--- src/rtl/dg_pkg.sv ---
package dg_pkg;

    localparam int CLS_W = 4;

    typedef enum logic [CLS_W-1:0] {
        IC_PLAIN      = 4'd0,
        IC_DIVIDE     = 4'd1,
        IC_LOAD_UPD   = 4'd2,
        IC_STORE_UPD  = 4'd3,
        IC_LOAD_ALG   = 4'd4,
        IC_IDX_UPD    = 4'd5,
        IC_RESV_LOAD  = 4'd6,
        IC_COND_STORE = 4'd7,
        IC_CR_MOVE_IN = 4'd8,
        IC_CR_LOGIC   = 4'd9,
        IC_CR_READ    = 4'd10,
        IC_SPR_WRITE  = 4'd11
    } issue_class_e;

    typedef struct packed {
        logic [2:0] cost;
        logic       opens_group;
        logic       spr_write;
    } class_info_t;

    function automatic class_info_t decode_class(logic [CLS_W-1:0] cls, logic record);
        class_info_t info;
        info.cost = 3'd1;
        case (cls)
            IC_DIVIDE, IC_LOAD_UPD, IC_STORE_UPD, IC_LOAD_ALG:          info.cost = 3'd2;
            IC_IDX_UPD, IC_RESV_LOAD, IC_COND_STORE, IC_CR_MOVE_IN:     info.cost = 3'd4;
            default:                                                    info.cost = 3'd1;
        endcase
        if (info.cost == 3'd1 && record)
            info.cost = 3'd2;
        info.opens_group = (info.cost > 3'd1) ||
                           (cls == IC_CR_LOGIC) || (cls == IC_CR_READ) || (cls == IC_SPR_WRITE);
        info.spr_write = (cls == IC_SPR_WRITE);
        return info;
    endfunction

endpackage

--- src/rtl/dg_class_decode.sv ---
module dg_class_decode
    import dg_pkg::*;
(
    input  logic [CLS_W-1:0] cls,
    input  logic             record,
    output class_info_t      info
);
    always_comb info = decode_class(cls, record);
endmodule

--- src/rtl/dg_group_members.sv ---
module dg_group_members #(
    parameter int DEPTH    = 6,
    parameter int TAG_W    = 6,
    parameter int NUM_PRED = 3
) (
    input  logic                      clk,
    input  logic                      rst,
    input  logic                      clear,
    input  logic                      push,
    input  logic                      push_filler,
    input  logic                      push_spr,
    input  logic [TAG_W-1:0]          push_tag,
    input  logic [NUM_PRED-1:0]       pred_valid,
    input  logic [NUM_PRED*TAG_W-1:0] pred_tag,
    input  logic [NUM_PRED-1:0]       pred_is_data,
    output logic                      hit_store,
    output logic                      hit_spr
);
    localparam int CNT_W = $clog2(DEPTH + 1);

    logic [DEPTH-1:0] ent_valid;
    logic [DEPTH-1:0] ent_filler;
    logic [DEPTH-1:0] ent_spr;
    logic [TAG_W-1:0] ent_tag [DEPTH];
    logic [CNT_W-1:0] fill_q;

    always_ff @(posedge clk) begin
        if (rst)
            fill_q <= '0;
        else if (clear)
            fill_q <= push ? CNT_W'(1) : '0;
        else if (push && fill_q < CNT_W'(DEPTH))
            fill_q <= fill_q + CNT_W'(1);
    end

    for (genvar e = 0; e < DEPTH; e++) begin : g_ent
        logic wr;
        assign wr = push && (clear ? (e == 0) : (fill_q == CNT_W'(e)));
        always_ff @(posedge clk) begin
            if (rst) begin
                ent_valid[e]  <= 1'b0;
                ent_filler[e] <= 1'b0;
                ent_spr[e]    <= 1'b0;
                ent_tag[e]    <= '0;
            end else if (wr) begin
                ent_valid[e]  <= 1'b1;
                ent_filler[e] <= push_filler;
                ent_spr[e]    <= push_spr && !push_filler;
                ent_tag[e]    <= push_tag;
            end else if (clear) begin
                ent_valid[e]  <= 1'b0;
            end
        end
    end

    logic [NUM_PRED-1:0] real_hit;
    logic [NUM_PRED-1:0] spr_hit;

    for (genvar p = 0; p < NUM_PRED; p++) begin : g_pred
        logic [TAG_W-1:0] ptag;
        logic [DEPTH-1:0] m;
        assign ptag = pred_tag[p*TAG_W +: TAG_W];
        for (genvar e = 0; e < DEPTH; e++) begin : g_cmp
            assign m[e] = ent_valid[e] && !ent_filler[e] && (ent_tag[e] == ptag);
        end
        assign real_hit[p] = |m;
        assign spr_hit[p]  = |(m & ent_spr);
    end

    assign hit_store = |(pred_valid & ~pred_is_data & real_hit);
    assign hit_spr   = |(pred_valid & pred_is_data & spr_hit);
endmodule

--- src/rtl/dg_pad_calc.sv ---
module dg_pad_calc #(
    parameter int SLOT_W = 4
) (
    input  logic              hazard,
    input  logic              term_mode,
    input  logic [SLOT_W-1:0] slots,
    output logic [2:0]        pad
);
    always_comb begin
        if (!hazard || slots >= SLOT_W'(6))
            pad = 3'd0;
        else if (term_mode)
            pad = 3'd1;
        else
            pad = 3'(5 - int'(slots));
    end
endmodule

--- src/rtl/dispatch_group_acct.sv ---
module dispatch_group_acct
    import dg_pkg::*;
#(
    parameter int TAG_W    = 6,
    parameter int NUM_PRED = 3,
    parameter int DEPTH    = 6,
    parameter int SLOT_W   = 4
) (
    input  logic                      clk,
    input  logic                      rst,
    input  logic                      term_noop_mode,
    input  logic                      nop_event,
    input  logic                      ins_valid,
    input  logic [CLS_W-1:0]          ins_class,
    input  logic                      ins_branch,
    input  logic                      ins_record,
    input  logic                      ins_load,
    input  logic [TAG_W-1:0]          ins_tag,
    input  logic [NUM_PRED-1:0]       pred_valid,
    input  logic [NUM_PRED*TAG_W-1:0] pred_tag,
    input  logic [NUM_PRED-1:0]       pred_is_data,
    output logic                      hazard,
    output logic [2:0]                pad_count,
    output logic [SLOT_W-1:0]         slot_count,
    output logic [1:0]                branch_count
);
    localparam int SLOT_MAX = (1 << SLOT_W) - 1;

    logic [SLOT_W-1:0] slots_q, slots_d;
    logic [1:0]        br_q, br_d;
    class_info_t       info;
    logic              hit_store, hit_spr;
    logic              clr, push, push_filler;

    function automatic logic [SLOT_W-1:0] sat_add(logic [SLOT_W-1:0] a, logic [2:0] b);
        logic [SLOT_W:0] s;
        s = {1'b0, a} + (SLOT_W+1)'(b);
        return (s > (SLOT_W+1)'(SLOT_MAX)) ? SLOT_W'(SLOT_MAX) : s[SLOT_W-1:0];
    endfunction

    dg_class_decode u_decode (
        .cls    (ins_class),
        .record (ins_record),
        .info   (info)
    );

    dg_group_members #(
        .DEPTH    (DEPTH),
        .TAG_W    (TAG_W),
        .NUM_PRED (NUM_PRED)
    ) u_members (
        .clk          (clk),
        .rst          (rst),
        .clear        (clr),
        .push         (push),
        .push_filler  (push_filler),
        .push_spr     (info.spr_write),
        .push_tag     (ins_tag),
        .pred_valid   (pred_valid),
        .pred_tag     (pred_tag),
        .pred_is_data (pred_is_data),
        .hit_store    (hit_store),
        .hit_spr      (hit_spr)
    );

    assign hazard = ins_valid && ((ins_load && hit_store) || (ins_branch && hit_spr));

    dg_pad_calc #(.SLOT_W(SLOT_W)) u_pad (
        .hazard    (hazard),
        .term_mode (term_noop_mode),
        .slots     (slots_q),
        .pad       (pad_count)
    );

    always_comb begin
        logic reopen;
        clr         = 1'b0;
        push        = 1'b0;
        push_filler = 1'b0;
        slots_d     = slots_q;
        br_d        = br_q;
        reopen      = 1'b0;
        if (nop_event) begin
            if (term_noop_mode || slots_q == SLOT_W'(6)) begin
                clr     = 1'b1;
                slots_d = '0;
                br_d    = '0;
            end else begin
                push        = 1'b1;
                push_filler = 1'b1;
                slots_d     = sat_add(slots_q, 3'd1);
            end
        end else if (ins_valid) begin
            if (slots_q == SLOT_W'(5) || (ins_branch && br_q == 2'd1)) begin
                clr     = 1'b1;
                slots_d = '0;
                br_d    = '0;
            end else begin
                reopen  = info.opens_group && (slots_q != '0);
                clr     = reopen;
                push    = 1'b1;
                slots_d = sat_add(reopen ? '0 : slots_q, info.cost);
                br_d    = (reopen ? 2'd0 : br_q) + {1'b0, ins_branch};
            end
        end
    end

    always_ff @(posedge clk) begin
        if (rst) begin
            slots_q <= '0;
            br_q    <= '0;
        end else begin
            slots_q <= slots_d;
            br_q    <= br_d;
        end
    end

    assign slot_count   = slots_q;
    assign branch_count = br_q;
endmodule

--- config.mk ---
export PLATFORM = sky130hd
export DESIGN_NAME = dispatch_group_acct
export DESIGN_NICKNAME = d
export VERILOG_FILES = /design/src/rtl/dg_pkg.sv /design/src/rtl/dg_class_decode.sv /design/src/rtl/dg_group_members.sv /design/src/rtl/dg_pad_calc.sv /design/src/rtl/dispatch_group_acct.sv
export SDC_FILE = /design/constraint.sdc
export NUM_CORES = 1
export LEC_CHECK = 0
export ABC_CLOCK_PERIOD_IN_PS = 3600
export BUFFER_PORTS_ARGS = -buffer_cell sky130_fd_sc_hd__buf_2
export CAP_MARGIN = 20
export CORE_MARGIN = 2
export CORE_UTILIZATION = 30
export CTS_CLUSTER_SIZE = 28
export DETAILED_ROUTE_END_ITERATION = 6
export MAX_ROUTING_LAYER = met4
export SETUP_SLACK_MARGIN = 0.05
export SLEW_MARGIN = 0
export SYNTH_ARGS = -nofsm -noshare
export SYNTH_HDL_FRONTEND = slang
export SYNTH_SLANG_ARGS = --single-unit
--- constraint.sdc ---
create_clock -name clk -period 3.6 [get_ports clk]
set_input_delay 0.18 -clock clk [delete_from_list [all_inputs] [get_ports clk]]
set_output_delay 0.18 -clock clk [all_outputs]
set_load 0.1 [all_outputs]
==> impl_metrics.tcl <==
set metrics [dict create \
    nFillCells 1453 \
    post_cts_buffers 0 \
    finClkSkew_ns 0.006125 \
    nets 586 \
    status "finished clean" \
    postCtsHoldBufs 0 \
    fin_setup_tns_ns 0 \
    worstReg2RegStart "slot_count[1]$_SDFFE_PP0P_" \
    htreeDepth 3 \
    cts_resized 0 \
    wire_per_inst_um 17.84 \
    powerDensity_nw_per_um2 419.3 \
    rows 44 \
    cp-start-kind "flip-flop" \
    p_leak_nw 1.930 \
    final_core_util_pct 35.89 \
    hpwlAfterDp_um 10250 \
    syn_inst 493 \
    synth_fp_nets 550 \
    synth-edff-count 36 \
    ys_types 49 \
    clk_latency_ns 0.33 \
    overflow 0 \
    hold_viol_final 0 \
    die_h_um 127.0 \
    design_area_sq_um 5255 \
    crit_type "flip-flop to primary output" \
    antenna_left 0 \
    portBuffers 51 \
    antenna_cells 0 \
    rsz0062_at_grt "no" \
    grt_pass1_vias 3732 \
    critPathLaunch "u_members.ent_tag[1][11]$_SDFFCE_PN0P_" \
    ys.flop_type "edfxtp_1" \
    post_drt_via_cell_ratio 5.185 \
    layout_common_cells "84 x xnor2_1, 51 x buf_2, 39 x and2_1" \
    layout_worst_path_cycle_share_pct 86.10 \
    ys_seq_area_share_pct 35.71 \
    synth_warnings 0 \
    syn_area_sq_um 4541 \
    path_clk_slew_ns 0.05 \
    routabilityCongestion 0.8916 \
    syn2layout_area_growth_pct 15.73 \
    mostFrequentLayoutCell "xnor2_1" \
    io_pins 52 \
    cts_buffers 9 \
    fmax_ghz 0.3226 \
    crit_fanout 4 \
    cts_sinks 63 \
    syn_avg_cell_area_sq_um 9.210 \
    initial_core_util_pct 31.01 \
    cts_tree "yes" \
    gr-usage-all-layers_pct 16.66 \
    cap_viol_max_count 0 \
    num_vias 3723 \
    setup_viol 0 \
    drtIter0Drc 352 \
    max_slew_margin_pct 41.18 \
    cp_data_arrival_time_ns 2.92 \
    drt-pass1-iter-count 5 \
    placed_area_sq_um 4918 \
    min_period_ns 3.100 \
    peakVddDrop_mv 0.2353 \
    ff_latch_area_sq_um 1622 \
    multi_input_area_sq_um 2755 \
    wl_um 12810 \
    min_from "nop_event" \
    core_sq_um 14640 \
    final_layout_size_suffix_gt1_share_pct 14.98 \
    dieArea_sq_um 16140 \
    drc_errors 0 \
    cp-end-kind "primary output" \
    p_total_mw 2.203 \
    cts_buffer_depth 2 \
    whs_ns 0.2443 \
    dieWidth_um 127.0 \
    grt_antenna_before_repair 0 \
    hp-class "primary input to flip-flop" \
    synth-seq-cells 63 \
    root_buffer "clkbuf_16" \
    grt_pass1_wl_um 20090 \
    tightest_slew_ns 0.8742 \
    async_reset_ff_share_pct 0 \
    slew_viol_final 0 \
    required_ns 3.42 \
    grt_max_degree 28 \
]
==> metal layers <==
metal / vias to the layer above / GRT usage (%) / part of all wire, %
li1: 1799 / - / -
met1: 1762 / 20.54 / 45
met2: 129 / 26.06 / 46
met3: 33 / 2.806 / 5.0
met4: 0 / 9.244 / 4.1
met5: - / - / 0
==> layout make-up <==
| class | count | share of cell area, % |
|---|---|---|
| multi-input combinational | 390 | 52.43 |
| clock buffer | 9 | 4.286 |
| sequential | 63 | 30.86 |
| tap | 184 | 4.381 |
| inverter | 13 | 0.9286 |
| timing repair buffer | 52 | 5.000 |
| clock inverter | 7 | 2.119 |
==> synthesized netlist by cell type, types with 10 or more instances <==
master / number / share of area (%)
xnor2_1: 84 / 16
and2_1: 39 / 5.4
edfxtp_1: 36 / 24
nor2_1: 35 / 2.9
dfxtp_1: 27 / 12
xor2_1: 25 / 4.8
nand2_1: 21 / 1.7
nor3_1: 20 / 2.2
nand4_1: 19 / 2.6
a21oi_1: 18 / 2.0
a31oi_1: 16 / 2.2
buf_2: 14 / 1.5
ha_1: 14 / 3.9
inv_1: 13 / 1.1
clkbuf_1: 11 / 0.91
nor2b_1: 11 / 1.5
nand2b_1: 10 / 1.4
==> kinds of logic after synthesis <==
logic type | after synthesis | share of synthesized area, %
and+or+nand+nor | 180 | 21.41
xor gates and xnor gates | 109 | 21.03
AOI/OAI and AO/OA | 79 | 12.12
DFF | 63 | 35.71
buffers and inverters | 40 | 3.858
adders and majority gates | 15 | 4.299
muxes | 7 | 1.571
==> flip-flops by register name (all words and copies together), names as in the netlist <==
name	count
u_members.fill_q	3
branch_count	2
u_members.ent_filler	6
slot_count	4
u_members.ent_tag	36
u_members.ent_spr	6
u_members.ent_valid	6
==> worst max-delay path, cell delays in order, from the launching register on <==
cell      delay [ns]
edfxtp_1        0.46
xnor2_1         0.20
nand4_1         0.12
nor3_1          0.44
a22oi_1         0.17
a311oi_1        0.29
o21ai_0         0.26
a21boi_1        0.21
buf_2           0.45
==> metrics by stage <==
stage	setup WS, ns	instances
floorplan	0.4309	493
global placement	0.8782	702
detailed placement	0.7718	702
CTS	0.5229	718
global route	0.3925	718
finish	0.5003	718
==> report_power, final <==
group,internal [mW],total (mW),switching (mW),leakage [nW]
logic,0.151,0.382,0.231,1.17
clock network,0.670,0.968,0.297,0.164
registers,0.798,0.854,0.0561,0.594
total,1.62,2.20,0.584,1.93
==> worst paths after layout <==
check,endpoint,slack (ns),cells past startpoint
worst max-delay path,hazard,0.50,8
worst min-delay path,slot_count[3]$_SDFFE_PP0P_,0.24,3
worst max register to register,u_members.ent_tag[2][5]$_SDFFCE_PN0P_,0.75,7
worst min register to register,u_members.ent_valid[1]$_SDFFE_PP0P_,0.44,1
Note: power is estimated with default switching activity, not from simulation.
